**config.mk**
```make
export PLATFORM = sky130hd
export DESIGN_NAME = tbase_unit
export DESIGN_NICKNAME = d
export VERILOG_FILES = /design/src/rtl/tbase_pkg.sv /design/src/rtl/tbase_ctrl.sv /design/src/rtl/tbase_shadow.sv /design/src/rtl/tbase_presc.sv /design/src/rtl/tbase_count.sv /design/src/rtl/tbase_unit.sv
export SDC_FILE = /design/constraint.sdc
export NUM_CORES = 1
export LEC_CHECK = 0
export ABC_AREA = 1
export BUFFER_PORTS_ARGS = -buffer_cell sky130_fd_sc_hd__buf_2
export CAP_MARGIN = 20
export CORE_MARGIN = 3
export CORE_UTILIZATION = 54
export DETAILED_ROUTE_END_ITERATION = 7
export MAX_ROUTING_LAYER = met4
export PLACE_DENSITY = 0.75
export SYNTH_ARGS = -nofsm -noshare
export SYNTH_HDL_FRONTEND = slang
export SYNTH_SLANG_ARGS = --single-unit
```
**constraint.sdc**
```tcl
create_clock -name clk -period 2.95 [get_ports clk]
set_input_delay 0.59 -clock clk [delete_from_list [all_inputs] [get_ports clk]]
set_output_delay 0.59 -clock clk [all_outputs]
set_load 0.1 [all_outputs]
```
**src/rtl/tbase_pkg.sv**
```systemverilog
package tbase_pkg;

   typedef enum logic [1:0] {
      ALN_EDGE  = 2'd0,
      ALN_CDOWN = 2'd1,
      ALN_CUP   = 2'd2,
      ALN_CBOTH = 2'd3
   } aln_e;

   typedef struct packed {
      logic arpe;
      aln_e aln;
      logic dir;
      logic spm;
      logic usrc;
      logic udis;
      logic cen;
   } ctrl_t;

   localparam int CTRL_W = $bits(ctrl_t);

endpackage

```
**src/rtl/tbase_ctrl.sv**
```systemverilog
module tbase_ctrl
   import tbase_pkg::*;
(
   input  logic              clk,
   input  logic              rst_n,
   input  logic              we,
   input  logic [CTRL_W-1:0] wdata,
   input  logic              stop,
   output ctrl_t             ctl
);

   ctrl_t wr;
   ctrl_t nxt;

   always_comb begin
      wr  = ctrl_t'(wdata);
      nxt = ctl;
      if (we) begin
         nxt = wr;
         // direction is status only in center-aligned forms
         if (wr.aln != ALN_EDGE) nxt.dir = ctl.dir;
      end
      if (stop) nxt.cen = 1'b0;
   end

   always_ff @(posedge clk or negedge rst_n) begin
      if (!rst_n) ctl <= '0;
      else        ctl <= nxt;
   end

endmodule

```
**src/rtl/tbase_shadow.sv**
```systemverilog
module tbase_shadow #(
   parameter int CNT_W = 16,
   parameter int PSC_W = 16
) (
   input  logic             clk,
   input  logic             rst_n,
   input  logic             psc_we,
   input  logic [PSC_W-1:0] psc_wdata,
   input  logic             psc_now,
   input  logic             arr_we,
   input  logic [CNT_W-1:0] arr_wdata,
   input  logic             arpe,
   input  logic             xfer,
   output logic [PSC_W-1:0] psc_act,
   output logic [CNT_W-1:0] arr_eff,
   output logic [CNT_W-1:0] arr_load
);

   logic [PSC_W-1:0] psc_pre;
   logic [CNT_W-1:0] arr_pre;
   logic [CNT_W-1:0] arr_act;

   always_ff @(posedge clk or negedge rst_n) begin
      if (!rst_n) begin
         psc_pre <= '0;
         psc_act <= '0;
      end else begin
         if (psc_we) psc_pre <= psc_wdata;
         if (psc_we && psc_now) psc_act <= psc_wdata;
         else if (xfer)         psc_act <= psc_pre;
      end
   end

   always_ff @(posedge clk or negedge rst_n) begin
      if (!rst_n) begin
         arr_pre <= '0;
         arr_act <= '0;
      end else begin
         if (arr_we) arr_pre <= arr_wdata;
         if (xfer)   arr_act <= arr_pre;
      end
   end

   // limit used for comparison in the current cycle
   assign arr_eff  = arpe ? arr_act : arr_pre;
   // value to load into the counter this cycle (after any transfer)
   assign arr_load = (xfer || !arpe) ? arr_pre : arr_act;

endmodule

```
**src/rtl/tbase_presc.sv**
```systemverilog
module tbase_presc #(
   parameter int PSC_W = 16,
   localparam int PSC_WL = (PSC_W > 0) ? PSC_W : 1
) (
   input  logic              clk,
   input  logic              rst_n,
   input  logic              en,
   input  logic              clr,
   input  logic [PSC_WL-1:0] psc_act,
   output logic              tick
);

   generate
      if (PSC_W == 0) begin : g_nopsc
         assign tick = en;
      end else begin : g_psc
         logic [PSC_W-1:0] pcnt;
         logic             last;

         assign last = (pcnt >= psc_act);
         assign tick = en && last;

         always_ff @(posedge clk or negedge rst_n) begin
            if (!rst_n)   pcnt <= '0;
            else if (clr) pcnt <= '0;
            else if (en)  pcnt <= last ? '0 : pcnt + PSC_W'(1);
         end
      end
   endgenerate

endmodule

```
**src/rtl/tbase_count.sv**
```systemverilog
module tbase_count
   import tbase_pkg::*;
#(
   parameter int CNT_W = 16
) (
   input  logic             clk,
   input  logic             rst_n,
   input  logic             tick,
   input  aln_e             aln,
   input  logic             dir_bit,
   input  logic [CNT_W-1:0] arr_eff,
   input  logic [CNT_W-1:0] arr_load,
   input  logic             reinit,
   input  logic             ld_we,
   input  logic [CNT_W-1:0] ld_val,
   output logic [CNT_W-1:0] cnt,
   output logic             phase_dn,
   output logic             wrap
);

   logic at_top;
   logic at_bot;
   logic edge_m;
   logic boundary;

   assign at_top = (cnt >= arr_eff);
   assign at_bot = (cnt == '0);
   assign edge_m = (aln == ALN_EDGE);

   always_comb begin
      if (edge_m) boundary = dir_bit  ? at_bot : at_top;
      else        boundary = phase_dn ? at_bot : at_top;
   end

   assign wrap = tick && !reinit && !ld_we && boundary;

   always_ff @(posedge clk or negedge rst_n) begin
      if (!rst_n) begin
         cnt      <= '0;
         phase_dn <= 1'b0;
      end else if (reinit) begin
         cnt      <= (edge_m && dir_bit) ? arr_load : '0;
         phase_dn <= 1'b0;
      end else if (ld_we) begin
         cnt <= ld_val;
      end else if (tick) begin
         if (edge_m) begin
            if (dir_bit) cnt <= at_bot ? arr_load : cnt - CNT_W'(1);
            else         cnt <= at_top ? '0 : cnt + CNT_W'(1);
         end else if (phase_dn) begin
            if (at_bot) begin
               cnt      <= (arr_eff == '0) ? '0 : CNT_W'(1);
               phase_dn <= 1'b0;
            end else begin
               cnt <= cnt - CNT_W'(1);
            end
         end else begin
            if (at_top) begin
               cnt      <= at_bot ? '0 : cnt - CNT_W'(1);
               phase_dn <= 1'b1;
            end else begin
               cnt <= cnt + CNT_W'(1);
            end
         end
      end
   end

endmodule

```
**src/rtl/tbase_unit.sv**
```systemverilog
module tbase_unit
   import tbase_pkg::*;
#(
   parameter int CNT_W = 16,
   parameter int PSC_W = 16,
   localparam int PSC_WL = (PSC_W > 0) ? PSC_W : 1
) (
   input  logic              clk,
   input  logic              rst_n,
   input  logic              cfg_we,
   input  logic [7:0]        cfg_wdata,
   input  logic              psc_we,
   input  logic [PSC_WL-1:0] psc_wdata,
   input  logic              psc_now,
   input  logic              arr_we,
   input  logic [CNT_W-1:0]  arr_wdata,
   input  logic              cnt_we,
   input  logic [CNT_W-1:0]  cnt_wdata,
   input  logic              sw_upd,
   input  logic              slv_trig,
   input  logic              flag_clr,
   output logic [CNT_W-1:0]  cnt_val,
   output logic              upd_evt,
   output logic              upd_flag,
   output logic              dir_stat,
   output logic              cen_stat,
   output logic              cmp_gate
);

   generate
      if (CNT_W < 2 || CNT_W > 32) begin : g_bad_cnt
         $error("tbase_unit: CNT_W must be within 2..32");
      end
      if (PSC_W < 0 || PSC_W > 32) begin : g_bad_psc
         $error("tbase_unit: PSC_W must be within 0..32");
      end
      if (CTRL_W != 8) begin : g_bad_ctrl
         $error("tbase_unit: control word must be 8 bits");
      end
   endgenerate

   ctrl_t             ctl;
   logic              reinit;
   logic              wrap;
   logic              upd_now;
   logic              tick;
   logic              phase_dn;
   logic [PSC_WL-1:0] psc_act;
   logic [CNT_W-1:0]  arr_eff;
   logic [CNT_W-1:0]  arr_load;

   assign reinit  = sw_upd || slv_trig;
   assign upd_now = !ctl.udis && (wrap || (!ctl.usrc && reinit));

   tbase_ctrl u_ctrl (
      .clk   (clk),
      .rst_n (rst_n),
      .we    (cfg_we),
      .wdata (cfg_wdata),
      .stop  (upd_now && ctl.spm),
      .ctl   (ctl)
   );

   tbase_shadow #(.CNT_W(CNT_W), .PSC_W(PSC_WL)) u_shadow (
      .clk       (clk),
      .rst_n     (rst_n),
      .psc_we    (psc_we),
      .psc_wdata (psc_wdata),
      .psc_now   (psc_now),
      .arr_we    (arr_we),
      .arr_wdata (arr_wdata),
      .arpe      (ctl.arpe),
      .xfer      (upd_now),
      .psc_act   (psc_act),
      .arr_eff   (arr_eff),
      .arr_load  (arr_load)
   );

   tbase_presc #(.PSC_W(PSC_W)) u_presc (
      .clk     (clk),
      .rst_n   (rst_n),
      .en      (ctl.cen),
      .clr     (reinit),
      .psc_act (psc_act),
      .tick    (tick)
   );

   tbase_count #(.CNT_W(CNT_W)) u_count (
      .clk      (clk),
      .rst_n    (rst_n),
      .tick     (tick),
      .aln      (ctl.aln),
      .dir_bit  (ctl.dir),
      .arr_eff  (arr_eff),
      .arr_load (arr_load),
      .reinit   (reinit),
      .ld_we    (cnt_we),
      .ld_val   (cnt_wdata),
      .cnt      (cnt_val),
      .phase_dn (phase_dn),
      .wrap     (wrap)
   );

   always_ff @(posedge clk or negedge rst_n) begin
      if (!rst_n) begin
         upd_evt  <= 1'b0;
         upd_flag <= 1'b0;
      end else begin
         upd_evt <= upd_now;
         if (upd_now)       upd_flag <= 1'b1;
         else if (flag_clr) upd_flag <= 1'b0;
      end
   end

   assign dir_stat = (ctl.aln == ALN_EDGE) ? ctl.dir : phase_dn;
   assign cen_stat = ctl.cen;

   always_comb begin
      unique case (ctl.aln)
         ALN_CDOWN: cmp_gate = phase_dn;
         ALN_CUP:   cmp_gate = !phase_dn;
         default:   cmp_gate = 1'b1;
      endcase
   end

endmodule

```
**Word level (Yosys, flattened, before mapping)**

Index checks and enable logic that the tools add are counted.
W data, S select, Z words.

- Word-level logic and storage cells: 92
- Register bits after elaboration: 107
- Input bits: 66
- Output and inout port bits: 21

- Muxes and demuxes: 36
- Magnitude comparators: 2
- Equal/unequal tests: 4
- Bitwise operators: 1
- Reductions and logical operators: 30
- $add $sub $neg: 3

Operators with widths:

| kind | number |
|---|---|
| $mux W16 | 19 |
| $add A16 B1 Y16 const B | 2 |
| $ge A16 B16 Y1 | 2 |
| $logic_not A16 Y1 | 2 |
| $mux W1 | 16 |
| $sub A16 B1 Y16 const B | 1 |
| $reduce_bool A2 Y1 | 6 |
| $logic_and A1 B1 Y1 | 9 |
| $logic_not A1 Y1 | 6 |
| $logic_or A1 B1 Y1 | 3 |
| $reduce_and A3 Y1 | 1 |
| $reduce_bool A3 Y1 | 1 |
| $eq A2 B1 Y1 const B | 1 |
| $eq A2 B2 Y1 const B | 1 |
| $logic_not A2 Y1 | 1 |
| $ne A2 B1 Y1 const B | 1 |
| $ne A2 B2 Y1 const B | 1 |
| $pmux W1 S2 | 1 |
| $reduce_and A2 Y1 | 1 |
| $not A1 Y1 | 1 |

**Longest topological paths before layout**

Gate-level depths: netlist of run 1.

- Depth after elaboration: 15
- Gate-level depth with buffers: 29
- Depth with buffers taken out: 26

**Modules after synthesis**

Synthesis of run 1 repeated with hierarchy kept, for this count alone.

- Cell total of the unflattened synthesis: 1235
- Area total of the unflattened synthesis: 8252.9 sq um

By module, submodules not included:

| module | times used | area an instance (sq um) | seq. area each (sq um) | cells each |
|---|---|---|---|---|
| tbase_count | 1 | 3191.8 | 425.4 | 554 |
| tbase_shadow | 1 | 3055.4 | 1601.5 | 396 |
| tbase_presc | 1 | 1507.7 | 400.4 | 223 |
| tbase_ctrl | 1 | 322.8 | 200.2 | 36 |
| tbase_unit | 1 | 175.2 | 50.0 | 26 |

**Worst setup path before layout of run 1**

Ideal clock, no wire load.

- Path type: register to register
- Start point: register u_ctrl.ctl[5] (netlist name)
- End point: register u_count.cnt[13]
- Cell stages (with the launch flop): 9
- Data required time: 2.808 ns
- Library setup time: 0.142 ns
- Period minus slack after synthesis: 3.431 ns
- Path slack: -0.481 ns
- Path buffers: 0
- Data arrival time: 3.289 ns
- Cell sequence: dfrtp_1 > inv_1 > ha_1 > o21ai_0 > nor2_1 > nand2_1 > o22ai_1 > nand2_1 > a32oi_1

- Longest elaborated chain between the ends: 13
- Elaborated cells on any way between the ends: 15
- Classes of those cells: mux (9); reduce/logical (6)

RTL lines:

| element | line | RTL |
|---|---|---|
| $logic_not A2 Y1 * | tbase_count.sv:28 | `assign edge_m = (aln == ALN_EDGE);` |
| $mux W1 | tbase_count.sv:31 | `if (edge_m) boundary = dir_bit ? at_bot : at_top;` |
| $logic_and A1 B1 Y1 | tbase_count.sv:35 | `assign wrap = tick && !reinit && !ld_we && boundary;` |
| $logic_or A1 B1 Y1 | tbase_unit.sv:53 | `assign upd_now = !ctl.udis && (wrap \|\| (!ctl.usrc && reinit));` |
| $logic_and A1 B1 Y1 | tbase_unit.sv:53 |  |
| $logic_or A1 B1 Y1 | tbase_shadow.sv:47 | `assign arr_load = (xfer \|\| !arpe) ? arr_pre : arr_act;` |
| $mux W16 | tbase_shadow.sv:47 |  |
| $mux W16 (2 in a row) | tbase_count.sv:48 | `if (dir_bit) cnt <= at_bot ? arr_load : cnt - CNT_W'(1);` |
| $mux W16 | tbase_count.sv:47 | `if (edge_m) begin` |
| $mux W16 | tbase_count.sv:46 | `end else if (tick) begin` |
| $mux W16 | tbase_count.sv:44 | `end else if (ld_we) begin` |
| $mux W16 * | tbase_count.sv:41 | `end else if (reinit) begin` |
| to (signal assigned) | tbase_count.sv:42 | `cnt <= (edge_m && dir_bit) ? arr_load : '0;` |
| to (signal assigned) | tbase_count.sv:45 | `cnt <= ld_val;` |
| to (signal assigned) | tbase_count.sv:48 |  |
| to (decl) | tbase_count.sv:16 | `output logic [CNT_W-1:0] cnt,` |

Mark *: on every way between the ends. The rest lies on a longest branch, timed or not. The select of a mux whose other input is x is not followed.
A chain may end at the register's enable or synchronous reset.

**Final worst setup path of run 1**

- Start point: register u_ctrl.ctl[7] (netlist name)
- End point: register u_count.cnt[7]

- Longest elaborated chain between the ends: 15
- Elaborated cells on any way between the ends: 21
- Classes of those cells: order compare (1); mux (15); reduce/logical (5)

RTL lines:

| element | line | RTL |
|---|---|---|
| $mux W16 | tbase_shadow.sv:45 | `assign arr_eff = arpe ? arr_act : arr_pre;` |
| $ge A16 B16 Y1 | tbase_count.sv:26 | `assign at_top = (cnt >= arr_eff);` |
| $mux W1 (on tied branches) | tbase_count.sv:32, tbase_count.sv:31 |  |
| $mux W1 | tbase_count.sv:31 |  |
| $logic_and A1 B1 Y1 | tbase_count.sv:35 |  |
| $logic_or A1 B1 Y1 | tbase_unit.sv:53 |  |
| $logic_and A1 B1 Y1 | tbase_unit.sv:53 |  |
| $logic_or A1 B1 Y1 | tbase_shadow.sv:47 |  |
| $mux W16 | tbase_shadow.sv:47 |  |
| $mux W16 (2 in a row) | tbase_count.sv:48 |  |
| $mux W16 | tbase_count.sv:47 |  |
| $mux W16 | tbase_count.sv:46 |  |
| $mux W16 | tbase_count.sv:44 |  |
| $mux W16 * | tbase_count.sv:41 |  |

Marks and branches as above.

==> impl_metrics.tcl, run 1 <==
set metrics [dict create \
    status "finished, violations left" \
    violations "setup timing" \
    critPathMaxFanout 8 \
    synth_cells 1029 \
    die_w_um 123 \
    hold_viol_final 0 \
    overflow 0 \
    cts_tree "yes" \
    die-area_um2 15000 \
    rsz0062_at_grt "yes" \
    nFillCells 1088 \
    grt_usage_pct 28.0 \
    num_vias 7383 \
    synth_mux_area_share_pct 0 \
    synth_flop_cell "dfrtp_1" \
    port_buffers 86 \
    seq_area_um2 2680 \
    r2r-start "u_ctrl.ctl[7]" \
    cp_cell_sequence "clkbuf_16 -> o21ai_4 -> ha_4 -> a21oi_2 -> o21ai_1 -> a21oi_2 -> nand4_1 -> nand3_2 -> nand2_2 -> nand2_4 -> nand2_8 -> clkbuf_16 -> o21ai_1 -> a21o_1 -> nand2_1 -> a21oi_1" \
    synth_area_per_cell_um2 7.12 \
    cap_violations 0 \
    crit_slowest_cell "dfrtp_2" \
    cpPeakStageDelay_ns 0.51 \
    slew_headroom_pct 60.4 \
    synth_compound_area_share_pct 19.1 \
    numCtsBuffers 9 \
    fin_area_um2 9040 \
    yosysWarnings 0 \
    final_nets 1247 \
    crit_family "compound AO/OA/AOI/OAI gates" \
    required_ns 3.24 \
    worst_ep_arrival_time_ns 3.35 \
    fin_hold_ws_ns 0.223 \
    synth-xor-area-share_pct 2.03 \
    synthDistinctLibCells 50 \
    finClkSkew_ns 0.0113 \
    syn_area_um2 7330 \
    hold_class "in2async" \
    period_share_pct 104 \
    power.density_nw_per_um2 571 \
    start_util_pct 56.7 \
    p_int_mw 2.96 \
    cts.sinks 107 \
    coreArea_um2 12900 \
    pwr-share-seq_pct 35.8 \
    tightest_slew_ns 0.593 \
    drc 0 \
    synth_seq_area_share_pct 36.5 \
    fin_crit_ns 3.06 \
    grt_pass1_vias 6278 \
    synth_nets 1133 \
    dr.pass1.iters 7 \
    via_per_inst 5.59 \
    synth.ff_latch_count 107 \
    n_antenna_cell 0 \
    setup_slack_ns -0.111 \
    drt-initial-drc-count 608 \
    ctsRootBufferMaster "clkbuf_16" \
    multiInputGateArea_um2 4220 \
    num_io_pins 87 \
    cp-start-kind "register" \
    clockBufferDepth 2 \
    drive_above_1_share_pct 22.7 \
    synth_top_family_by_area "simple AND/OR/NAND/NOR gates" \
    power_leakage_nw 4.43 \
    power_switching_mw 2.20 \
    wl_um 21600 \
    hold_buffers 0 \
    combPwrFrac_pct 40.8 \
    pwr-share-clk_pct 23.4 \
    synthArstFlopShare_pct 100 \
    worst-path-buf-inv 2 \
    setup_tns_ns -1.01 \
    ant_nets 0 \
    grt_max_degree 48 \
    final_common_cell "nand2_1" \
    criticalPathCategory "reg2reg" \
    final_cell_mix "nand2_1 (242), inv_1 (150), dfrtp_1 (102)" \
    yosys.area_share.simple_pct 25.0 \
    ir_drop_mv 0.406 \
    cp-startpoint "u_ctrl.ctl[7]" \
    antenna_found_initial 0 \
    grt_pass1_wl_um 32100 \
    worst_setup_path_end_kind "register" \
    dpl-instance-area_um2 8110 \
    fp.dieH_um 123 \
    syn2layout_area_growth_pct 23.4 \
    synthAdderAreaFrac_pct 6.49 \
    cts_htree_levels 3 \
    clock.fmax_mhz 327 \
    synth_edf_count 0 \
    fp-row-count 41 \
    hpwl_um 15400 \
    maxSlewViolCount 0 \
    wl_per_cell_um 16.4 \
    swShare_pct 42.7 \
    clkTransAtPathRegs_ns 0.08 \
    gp_congestion 0.981 \
    finalSetupViolations 16 \
    clk_latency_ns 0.36 \
]
==> power by group through the flow <==
stage	clock [mW]	sequential (mW)	combinational [mW]
after global routing	1.28	1.87	2.30
after global placement	0	1.84	1.76
after floorplan	0	2.07	1.04
after CTS	1.23	1.82	1.79
after detailed placement	0	1.85	1.78
final	1.21	1.85	2.10
==> stage by stage <==
step	utilization (%)	worst slack (ns)	std cells	total power, mW
6_report	70.0	-0.111	1320	5.16
3_5_place_dp	62.7	-0.00226	1286	3.63
3_3_place_gp	62.7	0.101	1286	3.61
2_1_floorplan	-	0.000167	1029	3.11
4_1_cts	65.1	-0.00541	1302	4.84
5_1_grt	70.0	-0.233	1320	5.45
==> state kept, by name (all words and copies together) (netlist names) <==
signal              cells
u_count.phase_dn        1
u_count.cnt            16
upd_flag                1
u_shadow.arr_act       16
u_shadow.psc_pre       16
u_ctrl.ctl              8
u_shadow.psc_act       16
u_shadow.arr_pre       16
u_presc.g_psc.pcnt     16
upd_evt                 1
==> metal layers <==
metal	part of all wire, %	up-vias	global-route usage (%)
li1	-	3611	-
met1	47	3442	44.1
met2	43	292	36.7
met3	7.5	38	4.29
met4	1.9	0	8.26
met5	0	-	-
==> what timing repair did <==
item	in CTS	in global routing
cloned	0	7
endpoints found under the setup margin	2	47
gates resized for setup	2	100
pin swaps	0	16
buffers inserted	0	11
==> area by class of cell <==
cell class                      count  share of cell area [%]
Multi-Input combinational cell    723                    46.6
Sequential cell                   107                    29.7
Timing Repair Buffer              141                    11.4
Inverter                          161                    6.68
Clock buffer                        9                    2.49
Tap cell                          172                    2.38
Clock inverter                      7                   0.775
==> synthesized netlist by cell type (all sizes together) (4+ instances only) <==
cell	instances	area, um^2
a21o	4	30.0
a21oi	62	322
a31oi	4	25.0
buf	14	97.6
clkbuf	24	90.1
dfrtp	107	2680
ha	38	475
inv	158	593
nand2	270	1050
nand3	36	195
nand4	15	93.8
nor2	89	367
nor3	16	90.1
o211ai	11	82.6
o21ai	109	576
o22ai	13	81.3
o311ai	11	96.3
o31ai	4	30.0
xor2	16	140
==> final timing paths <==
kind	cells after the start	slack (ns)	endpoint
max	16	-0.11	u_count.cnt[7]
min	1	0.22	u_shadow.psc_pre[7]
max reg2reg	16	-0.11	u_count.cnt[7]
min reg2reg	2	0.49	u_shadow.arr_act[5]
max in group asynchronous	2	1.99	u_shadow.psc_act[3]
min in group clk	2	0.41	upd_flag
==> logic make-up (layout without fill, tap and decap cells) <==
family	count (synthesis)	count (layout)
simple gates	432	432
flops	107	107
compound gates	236	236
buf+inv	199	318
fa+ha+maj	38	38
xor+xnor	17	17
Power figures use the tool's default switching activity.
==> run 2: changes to the inputs <==
Settings changed: CORE_UTILIZATION 54 to 62, PLACE_DENSITY 0.75 to 0.81, SETUP_SLACK_MARGIN set to 0.4.
Clock period 2.95 ns to 3.55 ns, I/O delays scaled along.
==> run 2 against run 1 <==
  * The run now ends clean
  * Cell count shrank 3.4%
  * Core utilization grew 4.9 points
  * First-iteration DRC count grew 38%
  * Power shrank 19%
  * Fmax grew 1.6%
  * Via count shrank 1.9%
  * Critical path type unchanged
  * Largest power group unchanged
==> impl_metrics.tcl, run 2 (synthesis gave the netlist of run 1 again) <==
set metrics [dict create \
    ctsRootBufferMaster "clkbuf_16" \
    power_switching_mw 1.74 \
    drive_above_1_share_pct 17.8 \
    drt-initial-drc-count 836 \
    hold_class "in2async" \
    grt_usage_pct 31.2 \
    status "complete, no violations" \
    cts_htree_levels 3 \
    cts.sinks 107 \
    die_w_um 115 \
    clkTransAtPathRegs_ns 0.07 \
    period_share_pct 84.9 \
    port_buffers 86 \
    cap_violations 0 \
    finClkSkew_ns 0.0112 \
    fp-row-count 39 \
    wl_per_cell_um 16.1 \
    syn2layout_area_growth_pct 17.1 \
    pwr-share-seq_pct 36.8 \
    cts_tree "yes" \
    final_cell_mix "nand2_1 (258), inv_1 (151), dfrtp_1 (106)" \
    antenna_found_initial 0 \
    power.density_nw_per_um2 487 \
    finalSetupViolations 0 \
    via_per_inst 5.68 \
    n_antenna_cell 0 \
    worst_setup_path_end_kind "register" \
    clockBufferDepth 2 \
    dr.pass1.iters 6 \
    final_common_cell "nand2_1" \
    power_leakage_nw 4.26 \
    slew_headroom_pct 51.2 \
    hold_viol_final 0 \
    criticalPathCategory "reg2reg" \
    clk_latency_ns 0.36 \
    pwr-share-clk_pct 25.6 \
    die-area_um2 13200 \
    fin_crit_ns 3.01 \
    clock.fmax_mhz 332 \
    final_nets 1231 \
    gp_congestion 0.972 \
    maxSlewViolCount 0 \
    swShare_pct 41.5 \
    ant_nets 0 \
    combPwrFrac_pct 37.6 \
    rsz0062_at_grt "yes" \
    grt_pass1_vias 6303 \
    overflow 0 \
    grt_pass1_wl_um 31600 \
    hold_buffers 0 \
    cp-start-kind "register" \
    fin_hold_ws_ns 0.389 \
    start_util_pct 63.9 \
    p_int_mw 2.45 \
    ir_drop_mv 0.717 \
    grt_max_degree 53 \
    numCtsBuffers 9 \
    hpwl_um 14700 \
    setup_tns_ns 0 \
    num_io_pins 87 \
    num_vias 7245 \
    coreArea_um2 11500 \
    wl_um 20600 \
    critPathMaxFanout 18 \
    drc 0 \
    worst_ep_arrival_time_ns 3.24 \
    fp.dieH_um 115 \
    tightest_slew_ns 0.731 \
    required_ns 3.78 \
]
==> run 2: cell count changes in the layout (fill, tap and decap cells not counted), moves of 6 or more <==
cell     before  now
nand2_2      22    8
nand2_1     242  258
o21ai_0      76   82
o21ai_4      13    4
buf_4        39   30
==> run 2: what timing repair did <==
action,4_1_cts,5_1_grt
resized for setup,2,39
gates cloned,0,5
setup buffers,0,16
pin swaps,0,8
endpoints found under the setup margin,17,33
==> run 2: worst paths after layout <==
check	start	to	slack (ns)	depth (start not counted)
setup / recovery	u_ctrl.ctl[7]	u_shadow.psc_act[5]	0.54	18
hold / removal	rst_n	u_count.cnt[11]	0.39	1
setup reg to reg	u_ctrl.ctl[7]	u_shadow.psc_act[5]	0.54	18
hold reg to reg	u_shadow.arr_act[10]	u_shadow.arr_act[10]	0.49	2
max in group asynchronous	rst_n	u_shadow.psc_act[4]	2.36	2
min in group clk	u_shadow.arr_act[10]	u_shadow.arr_act[10]	0.49	2
==> run 2: stage by stage <==
step / utilization [%] / worst slack (ns) / power [mW] / instances / area (um^2)
after CTS: 71.7 / 0.399 / 4.03 / 1254 / 8220
after floorplan: - / 0.427 / 2.58 / 1029 / 7330
final: 74.9 / 0.537 / 4.18 / 1275 / 8580
after global routing: 74.9 / 0.329 / 4.41 / 1275 / 8580
after global placement: 68.8 / 0.453 / 2.93 / 1238 / 7890
after detailed placement: 68.8 / 0.276 / 2.95 / 1238 / 7890
==> run 2: cell type report <==
type	instances	area (um^2)
clock inverters	6	82.6
flip-flops and latches	107	2680
fillers	893	2880
clock buffers	10	239
well taps	143	179
multi-input cells	726	4030
repair buffers	122	763
inverters	161	608
==> run 2: power by group through the flow <==
stage	Sequential (mW)	Combinational [mW]	Clock [mW]
2_1_floorplan	1.72	0.866	0
3_3_place_gp	1.54	1.39	0
3_5_place_dp	1.55	1.41	0
4_1_cts	1.52	1.42	1.09
5_1_grt	1.55	1.73	1.13
6_report	1.54	1.57	1.07
==> run 2: routing by layer <==
metal,track usage (%),vias up,share of wire (%)
met5,-,-,0
met4,6.10,0,1.4
met3,7.11,33,9.5
met2,42.1,336,43
met1,48.2,3305,46
li1,-,3571,-
==> run 2: critical path: stages (launching register included) <==
cell	delay (ns)
dfrtp_2	0.46
buf_12	0.17
o21ai_1	0.19
ha_1	0.30
a21oi_1	0.15
o21ai_1	0.09
a21oi_2	0.25
nand3_1	0.11
nand2_1	0.07
clkinv_1	0.06
nand3_2	0.09
nand2_4	0.08
nand2_8	0.11
buf_4	0.14
clkinvlp_4	0.13
nor2_4	0.17
buf_12	0.15
nand2_1	0.07
o311ai_0	0.09
==> run 3: changes to the inputs <==
Settings changed: ABC_AREA 1 to 0, CORE_UTILIZATION 62 to 54, PLACE_DENSITY 0.81 to 0.75.
Clock period 3.55 ns to 2.7 ns, I/O delays scaled along.
==> run 3 against run 2 <==
  * The flow now finishes with violations (setup timing)
  * Wire length rose by 18%
  * Combinational power rose by 70%
  * Core utilization rose by 1.8 points
  * Power rose by 43%
  * First-iteration DRC count fell by 30%
  * Sequential power rose by 29%
  * Non-clock buffer count rose by 116
  * Worst hold slack got worse by 0.29 ns
  * Register-to-register slack got worse by 1.1 ns
  * Die area rose by 13%
  * Synthesized cell count fell by 26%
  * Via count fell by 2.2%
==> impl_metrics.tcl, run 3 <==
set metrics [dict create \
    dp_cells 1099 \
    worst_setup_path_end_kind "register" \
    die-area_um2 14900 \
    clk_latency_ns 0.36 \
    antenna_found_initial 0 \
    tightest_slew_ns 0.555 \
    power.density_nw_per_um2 606 \
    hold_buffers 0 \
    synthArstFlopShare_pct 100 \
    synth_largest_area_cell "dfrtp_1" \
    crit_family "simple AND/OR/NAND/NOR gates" \
    syn_area_um2 7260 \
    status "finished, violations left" \
    setup_slack_ns -0.572 \
    dp_slack_ns -0.774 \
    yosysMostFrequentCell "dfrtp_1" \
    slew_headroom_pct 62.5 \
    fin_cells 1140 \
    via_per_inst 6.22 \
    clock.fmax_mhz 306 \
    yosysTopAreaCellShare_pct 36.9 \
    yosysWarnings 0 \
    synth.ff_latch_count 107 \
    rsz0062_at_grt "yes" \
    cpPeakStageDelay_ns 0.53 \
    num_vias 7088 \
    die_w_um 122 \
    cts.sinks 107 \
    drive_above_1_share_pct 43.3 \
    num_io_pins 87 \
    wl_um 24300 \
    overflow 0 \
    period_share_pct 121 \
    drc 0 \
    critPathMaxFanout 9 \
    dpl-instance-area_um2 8760 \
    port_buffers 86 \
    grt_pass1_wl_um 36200 \
    cts_tree "yes" \
    synth_area_leaders "dfrtp_1 (37%), mux2i_1 (7.2%), ha_1 (6.5%)" \
    maxSlewViolCount 0 \
    gp_congestion 0.936 \
    synth_flop_cell "dfrtp_1" \
    syn2layout_area_growth_pct 36.0 \
    synthDistinctLibCells 78 \
    synth_cells 761 \
    final_common_cell "buf_4" \
    dr.pass1.iters 5 \
    cp-start-kind "register" \
    worst_ep_arrival_time_ns 3.50 \
    synth_nets 865 \
    final_cell_mix "buf_4 (126), dfrtp_1 (93), buf_2 (84)" \
    fp-row-count 41 \
    fin_area_um2 9870 \
    fp.dieH_um 122 \
    finClkSkew_ns 0.0143 \
    violations "setup timing" \
    cts_htree_levels 3 \
    synth_seq_area_share_pct 36.9 \
    wl_per_cell_um 21.3 \
    synth_area_per_cell_um2 9.54 \
    required_ns 2.93 \
    finish.utilization_pct 76.7 \
    ant_nets 0 \
    cp_cell_sequence "buf_12 -> mux2i_2 -> ha_1 -> a21oi_1 -> nor2_1 -> or4_4 -> a21oi_4 -> nand2_2 -> buf_6 -> a21boi_4 -> buf_6 -> buf_12 -> mux2i_2 -> o21ai_1" \
    numCtsBuffers 9 \
    grt_max_degree 44 \
    netlist_top_cells_count "dfrtp_1 (107), nand2_1 (58), nor2_1 (54)" \
    n_antenna_cell 0 \
    clockBufferDepth 2 \
    grt_pass1_vias 7171 \
    power_leakage_nw 4.56 \
    ir_drop_mv 0.473 \
    crit_slowest_cell "dfrtp_2" \
    drt-initial-drc-count 585 \
    worst-path-buf-inv 4 \
    clkTransAtPathRegs_ns 0.08 \
    fin_crit_ns 3.27 \
    start_util_pct 56.4 \
    finalPower_mw 5.98 \
    finalSetupViolations 52 \
    ctsRootBufferMaster "clkbuf_16" \
    coreArea_um2 12900 \
    final_nets 1067 \
    cp.depth 14 \
    grt_usage_pct 32.1 \
    cap_violations 0 \
    hpwl_um 16500 \
    nFillCells 859 \
    hold_viol_final 0 \
    criticalPathCategory "reg2reg" \
    r2r_cells 14 \
    synth_edf_count 0 \
    hold_class "in2async" \
]
==> run 3: cell types whose count changed in the layout (fill, tap and decap cells not counted), sizes merged, moves of 14 or more <==
cell	change
nor2	-33
mux2i	+52
mux2	+55
inv	-126
a21oi	-41
o21ai	-47
buf	+118
and3	+14
nand3	-16
nand2	-214
==> run 3: final timing paths <==
path                                from             endpoint  slack (ns)
hold reg to reg            u_ctrl.ctl[3]        u_ctrl.ctl[0]        0.47
hold / removal                     rst_n       u_count.cnt[2]         0.1
setup reg to reg           u_ctrl.ctl[7]  u_shadow.psc_act[3]       -0.57
min in group clk                flag_clr             upd_flag        0.34
setup / recovery           u_ctrl.ctl[7]  u_shadow.psc_act[3]       -0.57
max in group asynchronous          rst_n       u_count.cnt[7]        1.92
==> run 3: where the power goes <==
group / internal, mW / leakage (nW) / switching, mW / total, mW
clock network: 0.650 / 0.142 / 0.674 / 1.32
registers: 1.82 / 1.31 / 0.165 / 1.98
logic: 1.16 / 3.11 / 1.51 / 2.67
==> run 3: cell families after synthesis <==
family	Yosys count	synth area share [%]
flip-flops	107	36.9
buffers and inverters	76	4.74
multiplexers	107	15.8
XOR/XNOR	22	2.65
adder cells (fa/ha/maj)	38	6.55
AO/OA/AOI/OAI	189	17.7
AND/OR/NAND/NOR	222	15.7
==> run 3: timing repair <==
item                                   in CTS  in global routing
buffers inserted                           11                 10
setup endpoints to repair                  67                 69
endpoints found under the hold margin       0                  0
pin swaps                                   6                 24
resized for setup                          72                101
gates cloned                                3                  1
==> run 3: area by class of cell <==
type                       count  area, um^2  share of cell area [%]
sequential                   107        2700                    27.3
tap                          172         215                    2.18
clock inverter                 7        66.3                   0.672
multi-input combinational    578        4760                    48.2
inverter                      29         111                    1.13
timing repair buffer         238        1800                    18.2
clock buffer                   9         225                    2.28
==> run 3: layer usage <==
metal | global-route usage [%] | share of wire, % | vias up
met5 | - | 0 | -
met4 | 12.3 | 4.2 | 0
met3 | 4.60 | 5.6 | 84
met2 | 56.4 | 52 | 291
met1 | 37.2 | 39 | 3489
li1 | - | - | 3224
==> run 3: through the flow <==
stage          hold slack (ns)  TNS (ns)
2_1_floorplan            0.244    -18.07
3_3_place_gp             0.432    -27.23
3_5_place_dp             0.426    -33.61
4_1_cts                 0.0797    -19.99
5_1_grt                 0.0957    -28.65
6_report                0.0956    -23.98
